**src/rtl/gsum_pkg.sv**
```systemverilog
package gsum_pkg;

    // Operand count at tree level k when level 0 holds first_ops operands.
    function automatic int ops_at(input int first_ops, input int k);
        int c;
        c = first_ops;
        for (int i = 0; i < k; i++) c = (c + 1) / 2;
        return c;
    endfunction

    // Number of pairwise levels needed to bring first_ops operands down to one.
    function automatic int depth_of(input int first_ops);
        int c;
        int d;
        c = first_ops;
        d = 0;
        while (c > 1) begin
            c = (c + 1) / 2;
            d++;
        end
        return d;
    endfunction

endpackage

```
**src/rtl/gated_pair_add.sv**
```systemverilog
module gated_pair_add #(
    parameter int W_WT  = 9,
    parameter int W_ACC = 14
) (
    input  logic                    clk,
    input  logic                    rst_n,
    input  logic signed [W_WT-1:0]  wa,
    input  logic signed [W_WT-1:0]  wb,
    input  logic                    ea,
    input  logic                    eb,
    output logic signed [W_ACC-1:0] sum_q
);
    localparam int EXT = W_ACC - W_WT;

    logic signed [W_ACC-1:0] ga;
    logic signed [W_ACC-1:0] gb;

    // Gate by AND with the replicated enable, then add in the same stage.
    always_comb begin
        ga = {{EXT{wa[W_WT-1]}}, wa} & {W_ACC{ea}};
        gb = {{EXT{wb[W_WT-1]}}, wb} & {W_ACC{eb}};
    end

    always_ff @(posedge clk) begin
        if (!rst_n) sum_q <= '0;
        else        sum_q <= ga + gb;
    end
endmodule

```
**src/rtl/pair_add_reg.sv**
```systemverilog
module pair_add_reg #(
    parameter int W = 14
) (
    input  logic                clk,
    input  logic                rst_n,
    input  logic signed [W-1:0] a,
    input  logic signed [W-1:0] b,
    output logic signed [W-1:0] sum_q
);
    always_ff @(posedge clk) begin
        if (!rst_n) sum_q <= '0;
        else        sum_q <= a + b;
    end
endmodule

```
**src/rtl/pipe_reg.sv**
```systemverilog
module pipe_reg #(
    parameter int W = 14
) (
    input  logic         clk,
    input  logic         rst_n,
    input  logic [W-1:0] d,
    output logic [W-1:0] q
);
    always_ff @(posedge clk) begin
        if (!rst_n) q <= '0;
        else        q <= d;
    end
endmodule

```
**src/rtl/sat_clamp.sv**
```systemverilog
module sat_clamp #(
    parameter int W_ACC = 14,
    parameter int W_OUT = 9
) (
    input  logic                    clk,
    input  logic                    rst_n,
    input  logic signed [W_ACC-1:0] sum,
    output logic signed [W_OUT-1:0] res_q
);
    localparam logic signed [W_ACC-1:0] HI_EXT = W_ACC'((2 ** (W_OUT - 1)) - 1);
    localparam logic signed [W_ACC-1:0] LO_EXT = W_ACC'(-(2 ** (W_OUT - 1)));
    localparam logic [W_OUT-1:0] HI_OUT = {1'b0, {(W_OUT-1){1'b1}}};
    localparam logic [W_OUT-1:0] LO_OUT = {1'b1, {(W_OUT-1){1'b0}}};

    always_ff @(posedge clk) begin
        if (!rst_n)             res_q <= '0;
        else if (sum > HI_EXT)  res_q <= HI_OUT;
        else if (sum < LO_EXT)  res_q <= LO_OUT;
        else                    res_q <= sum[W_OUT-1:0];
    end
endmodule

```
**src/rtl/gated_sum_pipe.sv**
```systemverilog
module gated_sum_pipe
    import gsum_pkg::*;
#(
    parameter int N_IN  = 22,
    parameter int W_WT  = 9,
    parameter int W_ACC = 14,
    parameter int W_OUT = 9
) (
    input  logic                     clk,
    input  logic                     rst_n,
    input  logic                     in_valid,
    input  logic [N_IN*W_WT-1:0]     weights,
    input  logic [N_IN-1:0]          enables,
    input  logic signed [W_WT-1:0]   bias,
    output logic                     out_valid,
    output logic signed [W_OUT-1:0]  result
);
    localparam int N_PAIR = (N_IN + 1) / 2;       // partial sums after stage 1
    localparam int FIRST  = N_PAIR + 1;           // plus the bias operand
    localparam int NLEV   = depth_of(FIRST);      // pairwise levels after stage 1
    localparam int LAT    = NLEV + 2;             // stage 1 + tree + clamp

    logic [W_ACC-1:0] bias_ext;
    assign bias_ext = {{(W_ACC-W_WT){bias[W_WT-1]}}, bias};

    for (genvar k = 0; k <= NLEV; k++) begin : stg
        localparam int CNT = ops_at(FIRST, k);
        logic signed [W_ACC-1:0] v [CNT];

        if (k == 0) begin : g_first
            for (genvar j = 0; j < N_PAIR; j++) begin : g_pair
                if (2 * j + 1 < N_IN) begin : g_two
                    gated_pair_add #(.W_WT(W_WT), .W_ACC(W_ACC)) u_add (
                        .clk   (clk),
                        .rst_n (rst_n),
                        .wa    (weights[(2*j)*W_WT +: W_WT]),
                        .wb    (weights[(2*j+1)*W_WT +: W_WT]),
                        .ea    (enables[2*j]),
                        .eb    (enables[2*j+1]),
                        .sum_q (v[j])
                    );
                end else begin : g_one
                    gated_pair_add #(.W_WT(W_WT), .W_ACC(W_ACC)) u_add (
                        .clk   (clk),
                        .rst_n (rst_n),
                        .wa    (weights[(2*j)*W_WT +: W_WT]),
                        .wb    ('0),
                        .ea    (enables[2*j]),
                        .eb    (1'b0),
                        .sum_q (v[j])
                    );
                end
            end
            // Bias delayed one stage so it joins its own sample.
            logic [W_ACC-1:0] bias_q;
            pipe_reg #(.W(W_ACC)) u_bias (
                .clk (clk), .rst_n (rst_n), .d (bias_ext), .q (bias_q)
            );
            assign v[N_PAIR] = bias_q;
        end else begin : g_tree
            localparam int PREV = ops_at(FIRST, k - 1);
            for (genvar j = 0; j < CNT; j++) begin : g_node
                if (2 * j + 1 < PREV) begin : g_add
                    pair_add_reg #(.W(W_ACC)) u_add (
                        .clk   (clk),
                        .rst_n (rst_n),
                        .a     (stg[k-1].v[2*j]),
                        .b     (stg[k-1].v[2*j+1]),
                        .sum_q (v[j])
                    );
                end else begin : g_carry
                    logic [W_ACC-1:0] cq;
                    pipe_reg #(.W(W_ACC)) u_carry (
                        .clk (clk), .rst_n (rst_n), .d (stg[k-1].v[2*j]), .q (cq)
                    );
                    assign v[j] = cq;
                end
            end
        end
    end

    sat_clamp #(.W_ACC(W_ACC), .W_OUT(W_OUT)) u_sat (
        .clk   (clk),
        .rst_n (rst_n),
        .sum   (stg[NLEV].v[0]),
        .res_q (result)
    );

    logic [LAT-1:0] vld_sr;
    always_ff @(posedge clk) begin
        if (!rst_n) vld_sr <= '0;
        else        vld_sr <= {vld_sr[LAT-2:0], in_valid};
    end
    assign out_valid = vld_sr[LAT-1];
endmodule

```
**config.mk**
```make
export PLATFORM = sky130hd
export DESIGN_NAME = gated_sum_pipe
export DESIGN_NICKNAME = d
export VERILOG_FILES = /design/src/rtl/gsum_pkg.sv /design/src/rtl/gated_pair_add.sv /design/src/rtl/pair_add_reg.sv /design/src/rtl/pipe_reg.sv /design/src/rtl/sat_clamp.sv /design/src/rtl/gated_sum_pipe.sv
export SDC_FILE = /design/constraint.sdc
export NUM_CORES = 1
export LEC_CHECK = 0
export BUFFER_PORTS_ARGS = -buffer_cell sky130_fd_sc_hd__buf_2
export CORE_AREA = 2 2 218 166
export DETAILED_ROUTE_END_ITERATION = 6
export DIE_AREA = 0 0 220 168
export GPL_ROUTABILITY_DRIVEN = 0
export MAX_ROUTING_LAYER = met4
export PLACE_DENSITY = 0.84
export SYNTH_ARGS = -nofsm -noshare
export SYNTH_HDL_FRONTEND = slang
export SYNTH_SLANG_ARGS = --single-unit
```
**constraint.sdc**
```tcl
create_clock -name clk -period 2.4 [get_ports clk]
set_input_delay 0.36 -clock clk [delete_from_list [all_inputs] [get_ports clk]]
set_output_delay 0.36 -clock clk [all_outputs]
set_load 0.02 [all_outputs]
```
* Yosys cells after proc, flatten, opt, wreduce, memory -nomap -nowiden *
Cells that the tools add are included.

storage, ports and cells
  bits in read-only memories = 0
  memories = 0
  bits in registers = 346
  bits in latches = 0
  output and inout bits = 10
  memory bits (writable) = 0
  input bits = 232
  logic and storage cells = 77

cells by class
  bitwise gates (word level) = 23
  reductions and logical operators = 1
  eq/ne operators = 0
  $lt $le $gt $ge = 2
  shifts and indexed selects = 0
  multipliers = 0
  add/sub/neg operators = 22
  muxes and demuxes = 2
  div/mod/pow operators = 0

operator list
  cell                                                                    count
  14-bit bitwise AND                                                      22
  14-bit adder                                                            21
  14-bit by 9-bit adder with 14-bit output                                1
  14-bit by 9-bit > comparator with 1-bit output (second input constant)  1
  14-bit by 9-bit < comparator with 1-bit output (second input constant)  1
  9-bit 2-to-1 mux                                                        1
  8-bit 2-to-1 mux                                                        1
  2-bit OR reduction                                                      1
  1-bit inverter                                                          1

* Depth between registers and ports, before layout *
  depth in word-level cells = 3
  gate-level depth with buffers = 10
  depth with buffers taken out = 10

* Modules after synthesis *
A second synthesis with hierarchy kept.

second synthesis, totals
  cells, all modules = 2508
  area total of the unflattened synthesis = 22417.8 µm²

by module, submodules not included
  module                                                  area an instance (µm²)  instances  cells each
  gated_pair_add                                          920.9                   11         102
  pair_add_reg (stg[1].g_tree.g_node[4].g_add.u_add ...)  944.7                   7          109
  pair_add_reg (stg[1].g_tree.g_node[0].g_add.u_add ...)  1107.3                  4          132
  pipe_reg                                                391.6                   2          29
  sat_clamp                                               305.3                   1          25
  gated_sum_pipe                                          157.7                   1          12

* Least setup slack after synthesis *
No wires, ideal clock.

  path type = input-to-reg
  from = input weights[180]
  to = register stg[0].g_first.g_pair[10].g_two.u_add.sum_q[8]
  stages = 10
  data required time = 2.328 ns
  path slack = 0.275 ns
  arrival time = 2.053 ns
  cell sequence = and2_1 > ha_1 > inv_1 > fa_1 > nor2b_1 > o21ai_0 > a21boi_0 > o21ai_0 > a21oi_1 > mux2i_1

on the way
  longest elaborated chain between the ends = 2

RTL lines
  item                  line                  RTL
  start, declared       gated_sum_pipe.sv:12  input logic [N_IN*W_WT-1:0] weights,
  14-bit bitwise AND    gated_pair_add.sv:20  ga = {{EXT{wa[W_WT-1]}}, wa} & {W_ACC{ea}};
  14-bit adder          gated_pair_add.sv:26  else sum_q <= ga + gb;
  end signal, assigned  gated_pair_add.sv:26
  end, declared         gated_pair_add.sv:11  output logic signed [W_ACC-1:0] sum_q

Every way passes these cells.
A chain may end at the register's enable or synchronous reset.

* Worst setup path after layout *
  from = register stg[0].g_first.g_pair[4].g_two.u_add.sum_q[0]
  to = register stg[1].g_tree.g_node[2].g_add.u_add.sum_q[12]

on the way
  longest elaborated chain between the ends = 1

RTL lines
  item                    line                  RTL
  start, declared         gated_pair_add.sv:11
  start signal, assigned  gated_pair_add.sv:26
  14-bit adder            pair_add_reg.sv:12    else sum_q <= a + b;
  end signal, assigned    pair_add_reg.sv:12
  end, declared           pair_add_reg.sv:8     output logic signed [W-1:0] sum_q

Every way passes these cells.

==> summary.md <==
| Metric | Value |
|---|---|
| Final Hold Viols | 0 |
| Leading post-synthesis cells by cell area | dfxtp_1, ha_1, and2_1, nor2_1, a21oi_1 |
| I/O pin cnt | 242 |
| PortBufs | 241 |
| Initial Util | 0.588 |
| Final TNS setup | 0 ns |
| Setup violations, final | 0 |
| Max Cap Violations | 0 |
| H-Tree Level Count | 2 |
| Final core utilization | 0.677 |
| Fmax | 436 MHz |
| Crit path largest cell delay | 0.34 ns |
| Vias in the first global route | 16500 |
| Post-Syn Area | 0.0206 mm² |
| Cts bufs inserted | 35 |
| FF+latch count, synth | 346 |
| Slew headroom | 0.602 |
| Hold Buf Count CTS | 0 |
| Kind of critical path | reg2reg |
| Crit path max-delay cell type | mux2i_1 |
| Failing checks | DRC |
| Startpoint Class | register |
| Die span in x | 220 µm |
| Post-Syn Area per Cell | 8.69 µm² |
| CTS clock-pin slew for the worst setup and hold paths | 0.06 ns |
| Crit. End Element | register |
| Status | finished, violations left |
| Routed Antenna Nets | 0 |
| Clock Skew | 0.0116 ns |
| Final Critical Period | 2.29 ns |
| Final wirelength | 46200 µm |
| Total track usage | 0.250 |
| DPL Wire Length | 35300 µm |
| First-pass GRT wire length | 75400 µm |
| WL per Instance | 14.7 µm |
| Layout fillers | 2819 |
| Synth top area share | 0.336 |
| Setup Buffers After CTS | 0 |
| CTS Sinks | 346 |
| Die ar. | 0.0370 mm² |
| Routed via count | 17400 |
| Root buf cell | clkbuf_16 |
| Fin crit share | 0.955 |
| Pin count of the biggest net entering global routing | 123 |
| Post-synth EDFFs | 0 |
| Gr ovfl total | 0 |
| Ratio of cells with drive above 1 in the final layout | 0.141 |
| Post-Syn Instances | 2377 |
| Critical Path Fanout Max | 3 |
| Post-synth ARST share | 0 |
| Unique masters post-synth | 69 |
| Final slew viol count | 0 |
| Ys Warns | 0 |
| Least-Margin Pin Slew | 0.582 ns |
| Height of the die | 168 µm |
| Syn Nets | 2873 |
| Power density cells | 680 mW/mm² |
| TritonCTS clock tree | yes |
| Yosys top cell by area | dfxtp_1 |
| Critical Path RT | 2.81 ns |
| Nets | 3145 |
| Worst hold path type | in2reg |
| Worst path cell trace | ha_1 -> inv_1 -> fa_1 -> nor2b_4 -> o21a_1 -> o21a_2 -> o31a_1 -> o41ai_2 -> mux2i_1 |
| Number of cell rows | 60 |
| First-pass DRT Iterations | 7 |
| Sequential area share after synthesis | 0.336 |
| Vias per inst | 5.54 |
| Initial antenna violation count | 2 |
| Core box area | 0.0351 mm² |
| Hold path depth | 2 |
| Remaining routing DRC violations | 9 |
| Data arrival, critical path | 2.70 ns |
| R2R cell count | 9 |
| Most used DFF post-synth | dfxtp_1 |
| Worst hold slack | 0.0604 ns |
| Leakage power | 11.1 nW |
| Maximum buffer depth of the clock tree | 3 |
| 1st-iter DRT viols | 986 |
| Area growth syn-to-layout | 15.2% |
| Peak VDD IR | 0.452 mV |
| Clk_lat worst skew | 0.52 ns |
-- path summary, 6_finish.rpt --
kind | endpoint | slack (ns) | from
worst max-delay path | stg[1].g_tree.g_node[2].g_add.u_add.sum_q[12]$_SDFF_PN0_ | 0.11 | stg[0].g_first.g_pair[4].g_two.u_add.sum_q[0]$_SDFF_PN0_
worst min-delay path | vld_sr[0]$_SDFF_PN0_ | 0.06 | in_valid
worst max register to register | stg[1].g_tree.g_node[2].g_add.u_add.sum_q[12]$_SDFF_PN0_ | 0.11 | stg[0].g_first.g_pair[4].g_two.u_add.sum_q[0]$_SDFF_PN0_
worst min register to register | stg[3].g_tree.g_node[1].g_carry.u_carry.q[4]$_SDFF_PN0_ | 0.43 | stg[2].g_tree.g_node[2].g_add.u_add.sum_q[4]$_SDFF_PN0_
-- area by class of cell --
cell class	count	area, µm²	share of cell area
multi-input combinational	1857	13100	0.551
sequential	346	6930	0.291
timing repair buffer	279	1520	0.0640
clock buffer	51	1050	0.0441
tap	465	582	0.0245
inverter	130	493	0.0207
clock inverter	10	108	0.00452
antenna	1	2.50	0.000105
-- synthesized netlist by cell type (16+ instances only) --
cell and count:
a211oi_1 35, a21boi_0 30, a21o_1 47, a21oi_1 132
a31oi_1 17, and2_1 238, clkbuf_1 38, dfxtp_1 346
fa_1 22, ha_1 242, inv_1 130, mux2i_1 49
nand2_1 140, nand2b_1 47, nand3_1 25, nor2_1 181
nor2b_1 62, nor3_1 129, nor3b_1 33, o21a_1 34
o21ai_0 127, o21ai_1 16, or3_1 27, xnor2_1 40
xor2_1 29
-- routing by layer --
layer	vias up	track usage	share of wire
met5	-	-	0
met1	8065	0.333	0.48
li1	8879	-	-
met3	63	0.0329	0.047
met2	391	0.403	0.45
met4	0	0.0581	0.018
-- stage by stage --
step / area (µm²) / instances / power, mW / worst slack, ns
finish: 23800 / 3139 / 16.2 / 0.109
CTS: 23700 / 3138 / 16.2 / 0.00958
floorplan: 20600 / 2377 / 9.65 / 0.275
detailed placement: 22600 / 3077 / 10.7 / -0.181
global route: 23800 / 3139 / 17.1 / -0.00979
global placement: 22600 / 3077 / 10.6 / -0.0371
-- cell usage in the layout (no fill, tap or decap), types with 36 or more instances in the layout --
cell and n:
buf_4 36, and2_1 238, nor2_1 181, dfxtp_1 345, clkbuf_16 37, xnor2_1 40, nor3_1 129, mux2i_1 49
a21oi_1 130, ha_1 242, nor2b_1 61, nand2b_1 47, buf_2 240, inv_1 129, o21ai_0 126, nand2_1 140
a21o_1 47
-- cells by family (layout without fill, tap and decap cells) --
| kind of cell | count (synthesis) | after routing | share of synthesized area |
|---|---|---|---|
| AOI/OAI and AO/OA | 531 | 531 | 0.167 |
| xor gates and xnor gates | 69 | 69 | 0.0293 |
| adders and majority gates | 264 | 264 | 0.168 |
| buffers and inverters | 174 | 470 | 0.0318 |
| DFF | 346 | 346 | 0.336 |
| muxes | 53 | 53 | 0.0259 |
| other | 0 | 1 | 0 |
| and+or+nand+nor | 940 | 940 | 0.243 |
-- worst max-delay path: cells and delay by family (launching register included) --
| family | cells | cell delay (ns) |
|---|---|---|
| adders and majority gates | 2 | 0.46 |
| DFF | 1 | 0.30 |
| and+or+nand+nor | 1 | 0.06 |
| AOI/OAI and AO/OA | 4 | 0.95 |
| buffers and inverters | 1 | 0.07 |
| muxes | 1 | 0.34 |
-- report_power, final --
| part | switching (mW) | total, mW | internal, mW |
|---|---|---|---|
| Clock | 2.20 | 5.45 | 3.25 |
| Combinational | 2.19 | 3.95 | 1.76 |
| Sequential | 0.308 | 6.78 | 6.47 |
-- repair_timing --
item | in CTS | in global routing
setup endpoints to repair | 0 | 10
endpoints found under the hold margin | 0 | 0
gates resized for setup | 0 | 10
-- sequential cells by signal, indices dropped and copies added, names as in the netlist --
signal and count:
stg.g_tree.g_node.g_carry.u_carry.q 14, vld_sr 6, stg.g_first.g_pair.g_two.u_add.sum_q 154, u_sat.res_q 9
stg.g_first.u_bias.q 9, stg.g_tree.g_node.g_add.u_add.sum_q 154
Note: power is estimated with default switching activity, not from simulation.
